--- src/rtl/btb_pkg.sv ---
package btb_pkg;
   // history layout: bit 0 = newest outcome, bit 1 = older outcome
   localparam int HIST_W = 2;
   typedef logic [HIST_W-1:0] hist_t;

   function automatic logic hist_predict(input hist_t h);
      return h[0];
   endfunction

   function automatic hist_t hist_shift(input hist_t h, input logic taken);
      return {h[0], taken};
   endfunction

   function automatic hist_t hist_seed(input logic taken);
      return {taken, taken};
   endfunction
endpackage

--- src/rtl/btb_match.sv ---
module btb_match #(
   parameter int ENTRIES = 8,
   parameter int ADDR_W  = 32,
   localparam int IDX_W  = (ENTRIES > 1) ? $clog2(ENTRIES) : 1
) (
   input  logic [ENTRIES-1:0] valid,
   input  logic [ADDR_W-1:0]  tags [ENTRIES],
   input  logic [ADDR_W-1:0]  key,
   output logic [ENTRIES-1:0] match,
   output logic               any,
   output logic [IDX_W-1:0]   idx
);
   for (genvar e = 0; e < ENTRIES; e++) begin : g_cmp
      assign match[e] = valid[e] && (tags[e] == key);
   end

   always_comb begin
      idx = '0;
      for (int e = 0; e < ENTRIES; e++) begin
         if (match[e]) idx = IDX_W'(e);
      end
   end

   assign any = |match;
endmodule

--- src/rtl/btb_victim.sv ---
module btb_victim #(
   parameter int ENTRIES = 8,
   localparam int IDX_W  = (ENTRIES > 1) ? $clog2(ENTRIES) : 1
) (
   input  logic               clk,
   input  logic               rst,
   input  logic [ENTRIES-1:0] valid,
   input  logic               alloc,
   output logic [IDX_W-1:0]   victim,
   output logic [IDX_W-1:0]   rr_ptr
);
   logic             have_free;
   logic [IDX_W-1:0] free_idx;

   always_comb begin
      have_free = 1'b0;
      free_idx  = '0;
      for (int e = ENTRIES - 1; e >= 0; e--) begin
         if (!valid[e]) begin
            have_free = 1'b1;
            free_idx  = IDX_W'(e);
         end
      end
   end

   assign victim = have_free ? free_idx : rr_ptr;

   always_ff @(posedge clk) begin
      if (rst) begin
         rr_ptr <= '0;
      end else if (alloc && !have_free) begin
         rr_ptr <= (rr_ptr == IDX_W'(ENTRIES - 1)) ? '0 : rr_ptr + 1'b1;
      end
   end
endmodule

--- src/rtl/btb_predictor.sv ---
module btb_predictor #(
   parameter int ENTRIES = 8,
   parameter int ADDR_W  = 32,
   parameter int PC_STEP = 4
) (
   input  logic              clk,
   input  logic              rst,
   input  logic [ADDR_W-1:0] fetch_addr,
   output logic              hit,
   output logic              pred_taken,
   output logic [ADDR_W-1:0] next_fetch_addr,
   input  logic              upd_valid,
   input  logic [ADDR_W-1:0] upd_addr,
   input  logic              upd_taken,
   input  logic [ADDR_W-1:0] upd_target
);
   import btb_pkg::*;

   localparam int IDX_W = (ENTRIES > 1) ? $clog2(ENTRIES) : 1;

   if (ENTRIES < 2) begin : g_bad_entries
      $error("btb_predictor: ENTRIES must be at least 2");
   end
   if (ADDR_W < 8) begin : g_bad_width
      $error("btb_predictor: ADDR_W must be at least 8");
   end
   if (PC_STEP < 1) begin : g_bad_step
      $error("btb_predictor: PC_STEP must be positive");
   end

   logic [ENTRIES-1:0] valid_q;
   logic [ADDR_W-1:0]  tag_q    [ENTRIES];
   logic [ADDR_W-1:0]  target_q [ENTRIES];
   hist_t              hist_q   [ENTRIES];

   logic [ENTRIES-1:0] fetch_match, upd_match;
   logic               fetch_any, upd_any;
   logic [IDX_W-1:0]   fetch_idx, upd_idx, victim_idx, rr_ptr;
   logic               alloc;

   btb_match #(.ENTRIES(ENTRIES), .ADDR_W(ADDR_W)) u_fetch_cmp (
      .valid(valid_q), .tags(tag_q), .key(fetch_addr),
      .match(fetch_match), .any(fetch_any), .idx(fetch_idx)
   );

   btb_match #(.ENTRIES(ENTRIES), .ADDR_W(ADDR_W)) u_upd_cmp (
      .valid(valid_q), .tags(tag_q), .key(upd_addr),
      .match(upd_match), .any(upd_any), .idx(upd_idx)
   );

   assign alloc = upd_valid && !upd_any;

   btb_victim #(.ENTRIES(ENTRIES)) u_victim (
      .clk(clk), .rst(rst), .valid(valid_q), .alloc(alloc),
      .victim(victim_idx), .rr_ptr(rr_ptr)
   );

   // lookup reads registered state only: same-cycle updates stay invisible
   assign hit             = fetch_any;
   assign pred_taken      = fetch_any && hist_predict(hist_q[fetch_idx]);
   assign next_fetch_addr = pred_taken ? target_q[fetch_idx]
                                       : fetch_addr + ADDR_W'(PC_STEP);

   always_ff @(posedge clk) begin
      if (rst) begin
         valid_q <= '0;
      end else if (upd_valid) begin
         if (upd_any) begin
            hist_q[upd_idx]   <= hist_shift(hist_q[upd_idx], upd_taken);
            target_q[upd_idx] <= upd_target;
         end else begin
            valid_q[victim_idx]  <= 1'b1;
            tag_q[victim_idx]    <= upd_addr;
            target_q[victim_idx] <= upd_target;
            hist_q[victim_idx]   <= hist_seed(upd_taken);
         end
      end
   end
endmodule

--- config.mk ---
export PLATFORM = sky130hd
export DESIGN_NAME = btb_predictor
export DESIGN_NICKNAME = d
export VERILOG_FILES = /design/src/rtl/btb_pkg.sv /design/src/rtl/btb_match.sv /design/src/rtl/btb_victim.sv /design/src/rtl/btb_predictor.sv
export SDC_FILE = /design/constraint.sdc
export NUM_CORES = 1
export LEC_CHECK = 0
export BUFFER_PORTS_ARGS = -buffer_cell sky130_fd_sc_hd__clkbuf_2
export CAP_MARGIN = 20
export CORE_UTILIZATION = 55
export DETAILED_ROUTE_END_ITERATION = 8
export HOLD_SLACK_MARGIN = 0.03
export PLACE_DENSITY = 0.73
export SYNTH_ARGS = -nofsm -noshare
export SYNTH_HDL_FRONTEND = slang
export SYNTH_SLANG_ARGS = --single-unit
export TNS_END_PERCENT = 10
--- constraint.sdc ---
create_clock -name clk -period 8.9 [get_ports clk]
set_input_delay 1.78 -clock clk [delete_from_list [all_inputs] [get_ports clk]]
set_output_delay 1.78 -clock clk [all_outputs]
set_load 0.1 [all_outputs]
# After elaboration in Yosys (flattened, before gate mapping)
# Memories as Yosys holds them, arrays and structs flattened.
# Index checks and enable logic that the tools add are counted.
# totals
reg_bits	267
ram_bits	272
word_cells	120
n_memories	2
# mem_list
memory	words	word_bits	rd	rd_clocked_by_memory_dff	wr	line_no	text
target_q	8	32	1	0	1	btb_predictor.sv:33	logic [ADDR_W-1:0] target_q [ENTRIES];
hist_q	8	2	2	0	1	btb_predictor.sv:34	hist_t hist_q [ENTRIES];
# op_classes
addsub	2
magnitude_cmp	4
eq_ne	17
muxes	52
bitwise	4
reduce_logical	29
# ops
op	count
$eq A32 B32 Y1	16
$bwmux W256	1
$demux W32 S3	1
$mux W32	3
$mux W3	20
$add A32 B3 Y32 const B	1
$reduce_or A32 Y1	1
$logic_and A1 B1 Y1	21
$mux W1	21
$reduce_or A8 Y1	2
$mux W2	5
$or A8 B8 Y8	1
$ge A4 B4 Y1 const B	1
$lt A3 B4 Y1 const B	1
$lt A4 B1 Y1 const B	1
$not A3 Y4	1
$add A3 B1 Y3 const B	1
$demux W1 S3	1
$eq A3 B3 Y1 const B	1
$ge A3 B1 Y1 const B	1
$reduce_and A3 Y1	1
$logic_not A1 Y1	2
$not A1 Y1	2
$reduce_and A2 Y1	1
$reduce_or A2 Y1	1

# Depth between registers and ports, before layout
# Gate-level depths: netlist of run 1.
# logic_depth
depth_word	15
mapped_depth	14
ltp_nobuf	10

# Modules after synthesis
# A second synthesis of run 1 with hierarchy kept.
# hier_totals
cells_unflattened	1657
hier_area_um2	25333.0
# by_module_without_submodules
mod	n_inst	cells_per_inst	area_each_um2	seq_area_each_um2
btb_predictor	1	830	18893.1	15775.1
btb_match	2	398	3105.5	0.0
btb_victim	1	31	229.0	60.1

# Worst setup path before layout of run 1
# No wires, ideal clock.
# synth_timing
path_kind	in2out
startpoint	input fetch_addr[19]
endpoint	output pred_taken
t_arrival_ps	6350
required_ps	7120
setup_slack_ps	770
cell_stages	12
path_buffers	2
cell_sequence	buf_2 -> xor2_1 -> nor4b_1 -> nand4_1 -> or4_1 -> o211ai_1 -> a21oi_1 -> buf_4 -> mux2i_1 -> or2_2 -> o2111a_1 -> o31ai_1
# synth_between
elab_chain_cells	11
word_cells_on_any_way	26
# synth_rtl
element	line_no	text
start: declaration	btb_predictor.sv:8	input logic [ADDR_W-1:0] fetch_addr,
$eq A32 B32 Y1	btb_match.sv:14	assign match[e] = valid[e] && (tags[e] == key);
$logic_and A1 B1 Y1	btb_match.sv:14	
$mux W1	btb_match.sv:20	if (match[e]) idx = IDX_W'(e);
$mux W2 (2 in series)	btb_match.sv:20	
$mux W3 (4 in series)	btb_match.sv:20	
$mem_v2 Z8 W2	-	
$logic_and A1 B1 Y1 (*)	btb_predictor.sv:60	assign pred_taken = fetch_any && hist_predict(hist_q[fetch_idx]);
end: declaration	btb_predictor.sv:10	output logic pred_taken,
# Every way passes the cells marked *; elsewhere a longest branch is shown, timed or not.

# Final worst setup path of run 1
# layout_timing
startpoint	input fetch_addr[10]
endpoint	output next_fetch_addr[31]
# layout_between
elab_chain_cells	12
word_cells_on_any_way	29
# layout_rtl
element	line_no	text
$eq A32 B32 Y1	btb_match.sv:14	
$logic_and A1 B1 Y1	btb_match.sv:14	
$mux W1	btb_match.sv:20	
$mux W2 (2 in series)	btb_match.sv:20	
$mux W3 (4 in series)	btb_match.sv:20	
$mem_v2 Z8 W2	-	
$logic_and A1 B1 Y1	btb_predictor.sv:60	
$mux W32 (*)	btb_predictor.sv:61	assign next_fetch_addr = pred_taken ? target_q[fetch_idx]
end: declaration	btb_predictor.sv:11	output logic [ADDR_W-1:0] next_fetch_addr,
# Marked as above.

==> impl_results.md, run 1 <==
- Syn_nets: 2000
- DR vias: 17300
- Worst-Margin Slew: ~1.2 ns
- Die W: ~220 µm
- Starting Density: between 50% and 60%
- Fin. Hold Viols: 0
- CTS tree: yes
- Fraction of registers with async set/reset: 0%
- Post-Syn Instances: 1897
- Hold Path Class: flop to flop
- Worst r2r path cells: 11
- Worst-Skew Late Latency: about 0.62 ns
- Top-count cell post-synth: edfxtp_1
- Row cnt: just under 80
- Count of cell types in the netlist: 58
- Worst hold path depth: 2
- Sequential fraction of the synthesis area: 60.0%
- TritonCTS Buffers: 55
- Setup TNS: 0 ns
- Flops & latches, synth: between 500 and 600
- Worst clock skew: roughly 0.019 ns
- CP cell instances: clkbuf_2 -> xor2_1 -> nor4_1 -> nand4_1 -> nor4_1 -> buf_4 -> a221oi_2 -> nor2_2 -> mux2_4 -> a32oi_2 -> o21ai_4 -> buf_4 -> mux2i_1 -> clkbuf_2
- Fin worst setup slack: ~0.65 ns
- Die area: between 0.04 and 0.05 mm²
- Pins over their slew limit: 0
- Wire length per cell: between 30 and 40 µm
- Leakage: ~11 nW
- Fin nets: 2151
- Peak VDD IR: about 0.19 mV
- CP max FO: 32
- Clk root buf: clkbuf_16
- Placer congestion estimate: slightly above 1
- Number of global-route vias before repair: roughly 17000
- Arr. time, crit path: 6.47 ns
- Critical Path End Type: primary output
- Post-Syn Area: between 0.02 and 0.03 mm²
- Postcts setup bufs: 0
- Number of synthesized flops with an enable pin: 520
- Slowest cell on the critical path: nor2_2
- Post-cts gate resize count: 0
- Yosys top cell by area: edfxtp_1
- Dpl ws: between 0.7 and 0.8 ns
- I/O Pins: about 130
- Yosys top cell area share: between 50% and 60%
- Post-Route WL: roughly 83000 µm
- DR iter-0 viols: 2066
- Rel. slew slack: approximately 23%
- Max Freq: 0.121 GHz
- Setup violators final: 0
- Synth-to-layout area growth: 12.8%
- Vert. Die Dim: 221 µm
- Vias per std cell: 6.39
- Initial antenna violation count: 2
- CP Launch Type: primary input
- CP Class: primary input to primary output
- Syn_area_per_cell: 13.9 µm²
- I/O Buffers: around 130
- CTS clock-pin slew for the worst setup and hold paths: 0.06 ns
- Total clock sinks: between 500 and 600
- # hold bufs at CTS: 0
- Final Critical Period: 8.25 ns
- Core outline area: ~0.047 mm²
- Largest stage delay, worst path: between 0.9 and 1 ns
- Layout cells sized above 1: between 10% and 20%
- Fin crit share: between 90 and 100%
- Synth warn: 0
- Clock buffer depth: 3
- First-pass GRT wire length: approximately 120000 µm
- Gr usage total: 33.8%
- RSZ-0062 raised after global routing: no
- Cell Pwr Density: around 190 mW/mm²
- Synth Flop Type: edfxtp_1
- TritonRoute pass-1 iters: 6
- Post-synth top cells: 520 x edfxtp_1, 371 x xor2_1, 247 x mux2i_1
- GR Overflow Total: 0
- Drt drc: 0
- DP Wirelength: between 50000 and 60000 µm
- Max-Cap Viols: 0
- Status: complete, no violations
- Largest net degree at the start of global routing: 64
- ANT nets after route: 0
- H-tree Lvls: 2
- Worst EP required: 7.12 ns
- Synth area leaders: edfxtp_1 59%, xor2_1 12%, mux2i_1 9.4%
[where the power goes]
| group | switching (mW) | total (mW) | internal (mW) |
|---|---|---|---|
| combinational | 0.367 | 0.493 | 0.126 |
| clock | 0.974 | 2.41 | 1.44 |
| sequential | 0.0169 | 2.79 | 2.77 |
[per-layer routing]
layer | vias up | wire, µm | GRT usage (%) | part of all wire [%]
met5 | - | 0 | 0 | 0
met4 | 0 | 3540 | 13.1 | 4.3
met3 | 193 | 7850 | 6.86 | 9.5
met2 | 986 | 37500 | 52.7 | 45
met1 | 8703 | 34200 | 46.7 | 41
li1 | 7384 | - | - | -
[flip-flops by register name, indices dropped and copies added, names as in the netlist]
name / count
hist_q: 8
tag_q: 256
target_q: 256
u_victim.rr_ptr: 3
valid_q: 8
[worst max-delay path: cells and delay by family]
| kind | cells | cell delay (ns) |
|---|---|---|
| AO/OA/AOI/OAI | 3 | 0.37 |
| XOR/XNOR | 1 | 0.18 |
| buffers and inverters | 4 | 1.74 |
| multiplexers | 2 | 0.60 |
| AND/OR/NAND/NOR | 4 | 1.71 |
[path summary, 6_finish.rpt]
| check | startpoint | slack, ns | endpoint |
|---|---|---|---|
| hold reg to reg | u_victim.rr_ptr[0]$_SDFFE_PP0P_ | 0.51 | u_victim.rr_ptr[0]$_SDFFE_PP0P_ |
| setup reg to reg | tag_q[77]$_DFFE_PP_ | 4.20 | target_q[4][28]$_DFFE_PP_ |
| hold / removal | u_victim.rr_ptr[0]$_SDFFE_PP0P_ | 0.51 | u_victim.rr_ptr[0]$_SDFFE_PP0P_ |
| setup / recovery | fetch_addr[10] | 0.65 | next_fetch_addr[31] |
[placed cells by master (no fill, tap or decap), types with 4 or more instances in the layout]
cell type	synthesis	routed
mux2i_1	247	247
clkinv_2	0	9
nand2b_1	7	7
and3_1	8	8
bufinv_16	0	9
nor4_1	126	126
o21ai_0	10	10
mux2_2	8	8
a21o_1	5	5
nand4_1	63	63
nand2_1	45	44
nand3_1	39	38
nand4b_1	8	8
clkbuf_8	0	4
inv_1	19	18
buf_4	13	52
nor2_1	41	27
or3_1	4	4
nor3_1	28	26
clkbuf_2	0	133
o22ai_1	5	5
nor4b_1	6	6
or4_1	7	7
a21oi_1	9	8
xor2_1	371	371
dfxtp_1	11	11
clkbuf_1	35	17
clkbuf_16	0	55
nor2_4	0	10
nor2_2	1	5
edfxtp_1	520	520
or2_2	4	4
xnor2_1	168	168
[cell type report]
| cell class | instances | area [µm²] |
|---|---|---|
| multi-input combinational | 1253 | 10100 |
| clock inverter | 24 | 368 |
| timing repair buffer | 188 | 1120 |
| sequential | 531 | 15800 |
| antenna | 2 | 5.00 |
| tap | 607 | 759 |
| clock buffer | 76 | 1500 |
| inverter | 19 | 72.6 |
| fill | 3513 | 17200 |
[through the flow]
stage / power (mW) / std cells / area (µm²) / hold slack (ns) / util [%]
after CTS: 5.70 / 2698 / 29800 / 0.502 / 63.4
after global routing: 5.82 / 2698 / 29800 / 0.516 / 63.4
final: 5.69 / 2700 / 29800 / 0.508 / 63.5
after global placement: 3.32 / 2598 / 27900 / 0.479 / 59.5
after detailed placement: 3.32 / 2598 / 27900 / 0.493 / 59.5
after floorplan: 3.12 / 1897 / 26400 / 0.458 / -
[cells by family (layout without fill, tap and decap cells)]
family                   after synthesis  after routing  synth area share, %
adder cells (fa/ha/maj)                3              3                0.142
multiplexers                         258            258                 9.88
other                                  0              2                    0
XOR/XNOR                             539            539                 17.9
flip-flops                           531            531                 60.0
buffers and inverters                113            307                 2.09
AND/OR/NAND/NOR                      400            400                 8.62
AO/OA/AOI/OAI                         53             53                 1.42
(Power assumes the default switching activity.)
==> run 2, diff against run 1 <==
==> constraint.sdc (replaced) <==
create_clock -name clk -period 8.9 [get_ports clk]
set_input_delay 2.225 -clock clk [delete_from_list [all_inputs] [get_ports clk]]
set_output_delay 2.225 -clock clk [all_outputs]
set_load 0.1 [all_outputs]
==> run 2 against run 1 <==
Sequential share of layout area fell by 1.2 points. Sequential power barely moved. Critical path type unchanged. Design area rose by 2.4%.
==> impl_results.md, run 2 (synthesis gave the netlist of run 1 again) <==
- Status: complete, no violations
- Postcts setup bufs: 0
- Fin crit share: between 90% and 100%
- Number of global-route vias before repair: about 17000
- Wire length per cell: 31.0 µm
- CTS clock-pin slew for the worst setup and hold paths: about 0.060 ns
- Fin nets: 2178
- CP Class: primary input to primary output
- H-tree Lvls: 2
- Starting Density: a little under three fifths
- CP Launch Type: primary input
- I/O Buffers: 133
- Leakage: between 10 and 15 nW
- Final Critical Period: around 8.6 ns
- Worst clock skew: between 0.02 and 0.025 ns
- Clock buffer depth: 3
- Post-Route WL: approximately 85000 µm
- # hold bufs at CTS: 0
- DR vias: 17600
- Top Registers: tag_q: 256 flops, target_q: 256 flops
- I/O Pins: 134
- Commonest non-fill, non-tap cell in the layout: edfxtp_1
- Post-cts gate resize count: 0
- GR Overflow Total: 0
- Peak VDD IR: roughly 0.2 mV
- Worst-Margin Slew: 1.07 ns
- Worst EP required: roughly 6.7 ns
- Reg2reg setup slack: around 4.2 ns
- Setup TNS: 0 ns
- DR iter-0 viols: between 2000 and 2500
- Row cnt: 79
- Slowest cell on the critical path: or4_1
- Total clock sinks: around 530
- Cell Pwr Density: approximately 180 mW/mm²
- Die area: between 0.04 and 0.05 mm²
- ANT nets after route: 0
- Placer congestion estimate: ~1
- CP cell instances: clkbuf_2 -> xor2_1 -> nor4_1 -> nand4_1 -> or4_1 -> a221oi_2 -> nor2_2 -> mux2_4 -> a32oi_2 -> o21ai_4 -> buf_12 -> mux2i_1 -> buf_12
- TritonRoute pass-1 iters: 5
- Vias per std cell: between 6 and 7
- CP dominant cell by count: buf_12
- Vert. Die Dim: between 200 and 250 µm
- Placed cell area: 0.0287 mm²
- CTS tree: yes
- First-pass GRT wire length: approximately 120000 µm
- Pins over their slew limit: 0
- Max Freq: 0.117 GHz
- DP Wirelength: around 58000 µm
- Setup violators final: 0
- Fin. Hold Viols: 0
- RSZ-0062 raised after global routing: no
- Core outline area: around 0.047 mm²
- Rel. slew slack: roughly 29%
- Arr. time, crit path: 6.35 ns
- Max-Cap Viols: 0
- Gr usage total: 34.6%
- Drt drc: 0
- Largest net degree at the start of global routing: 48
- Finished Cell Area: 0.0305 mm²
- Die W: 221 µm
- Largest stage delay, worst path: approximately 0.67 ns
- Clk root buf: clkbuf_16
- Layout cells sized above 1: ~16%
- Worst-Skew Late Latency: 0.62 ns
- Hold Path Class: flop to flop
- Most frequent cells in the layout: 520 x edfxtp_1, 371 x xor2_1, 247 x mux2i_1
- Synth-to-layout area growth: 15.6%
- CP max FO: 14
- Initial antenna violation count: 2
- Critical Path End Type: primary output
- TritonCTS Buffers: 55
==> run 2: power breakdown <==
group	leakage, nW	total (mW)	switching [mW]	internal (mW)
clock network	0.874	2.30	1.00	1.30
registers	4.79	2.79	0.0171	2.77
logic	5.31	0.533	0.375	0.158
total	11.0	5.62	1.40	4.23
==> run 2: metal layers <==
layer | track usage [%] | vias up | wire length (µm)
li1 | - | 7443 | -
met1 | 49.7 | 8840 | 34900
met2 | 53.2 | 1167 | 37800
met3 | 5.68 | 186 | 8670
met4 | 12.3 | 0 | 3170
met5 | 0 | - | 0
==> run 2: through the flow <==
| step | util, % | cells | setup WS [ns] | power (mW) | hold slack (ns) |
|---|---|---|---|---|---|
| global placement | 61.1 | 2625 | 0.411 | 3.36 | 0.479 |
| CTS | 65.0 | 2729 | 0.399 | 5.63 | 0.524 |
| global route | 65.0 | 2731 | 0.174 | 5.75 | 0.536 |
| floorplan | - | 1897 | 0.286 | 3.12 | 0.458 |
| detailed placement | 61.1 | 2625 | 0.414 | 3.36 | 0.507 |
| finish | 65.0 | 2731 | 0.327 | 5.62 | 0.524 |
==> run 2: worst max-delay path, delay by kind of cell <==
kind | cells | cell delay, ns
simple gates | 4 | 1.33
compound gates | 3 | 1.13
xor+xnor | 1 | 0.25
buf+inv | 3 | 0.77
mux | 2 | 0.58
==> run 2: final timing paths <==
| kind | from | end | cells after the start |
|---|---|---|---|
| max | fetch_addr[26] | next_fetch_addr[31] | 13 |
| min | u_victim.rr_ptr[0]$_SDFFE_PP0P_ | u_victim.rr_ptr[0]$_SDFFE_PP0P_ | 2 |
| max reg2reg | tag_q[72]$_DFFE_PP_ | target_q[3][0]$_DFFE_PP_ | 11 |
| min reg2reg | u_victim.rr_ptr[0]$_SDFFE_PP0P_ | u_victim.rr_ptr[0]$_SDFFE_PP0P_ | 2 |
==> run 2: cell type report <==
class	count	area (µm²)
fillers	3401	16400
flip-flops and latches	531	15800
multi-input cells	1253	10100
repair buffers	215	1880
clock buffers	64	1450
well taps	607	759
clock inverters	40	360
inverters	19	72.6
diodes	2	5.00
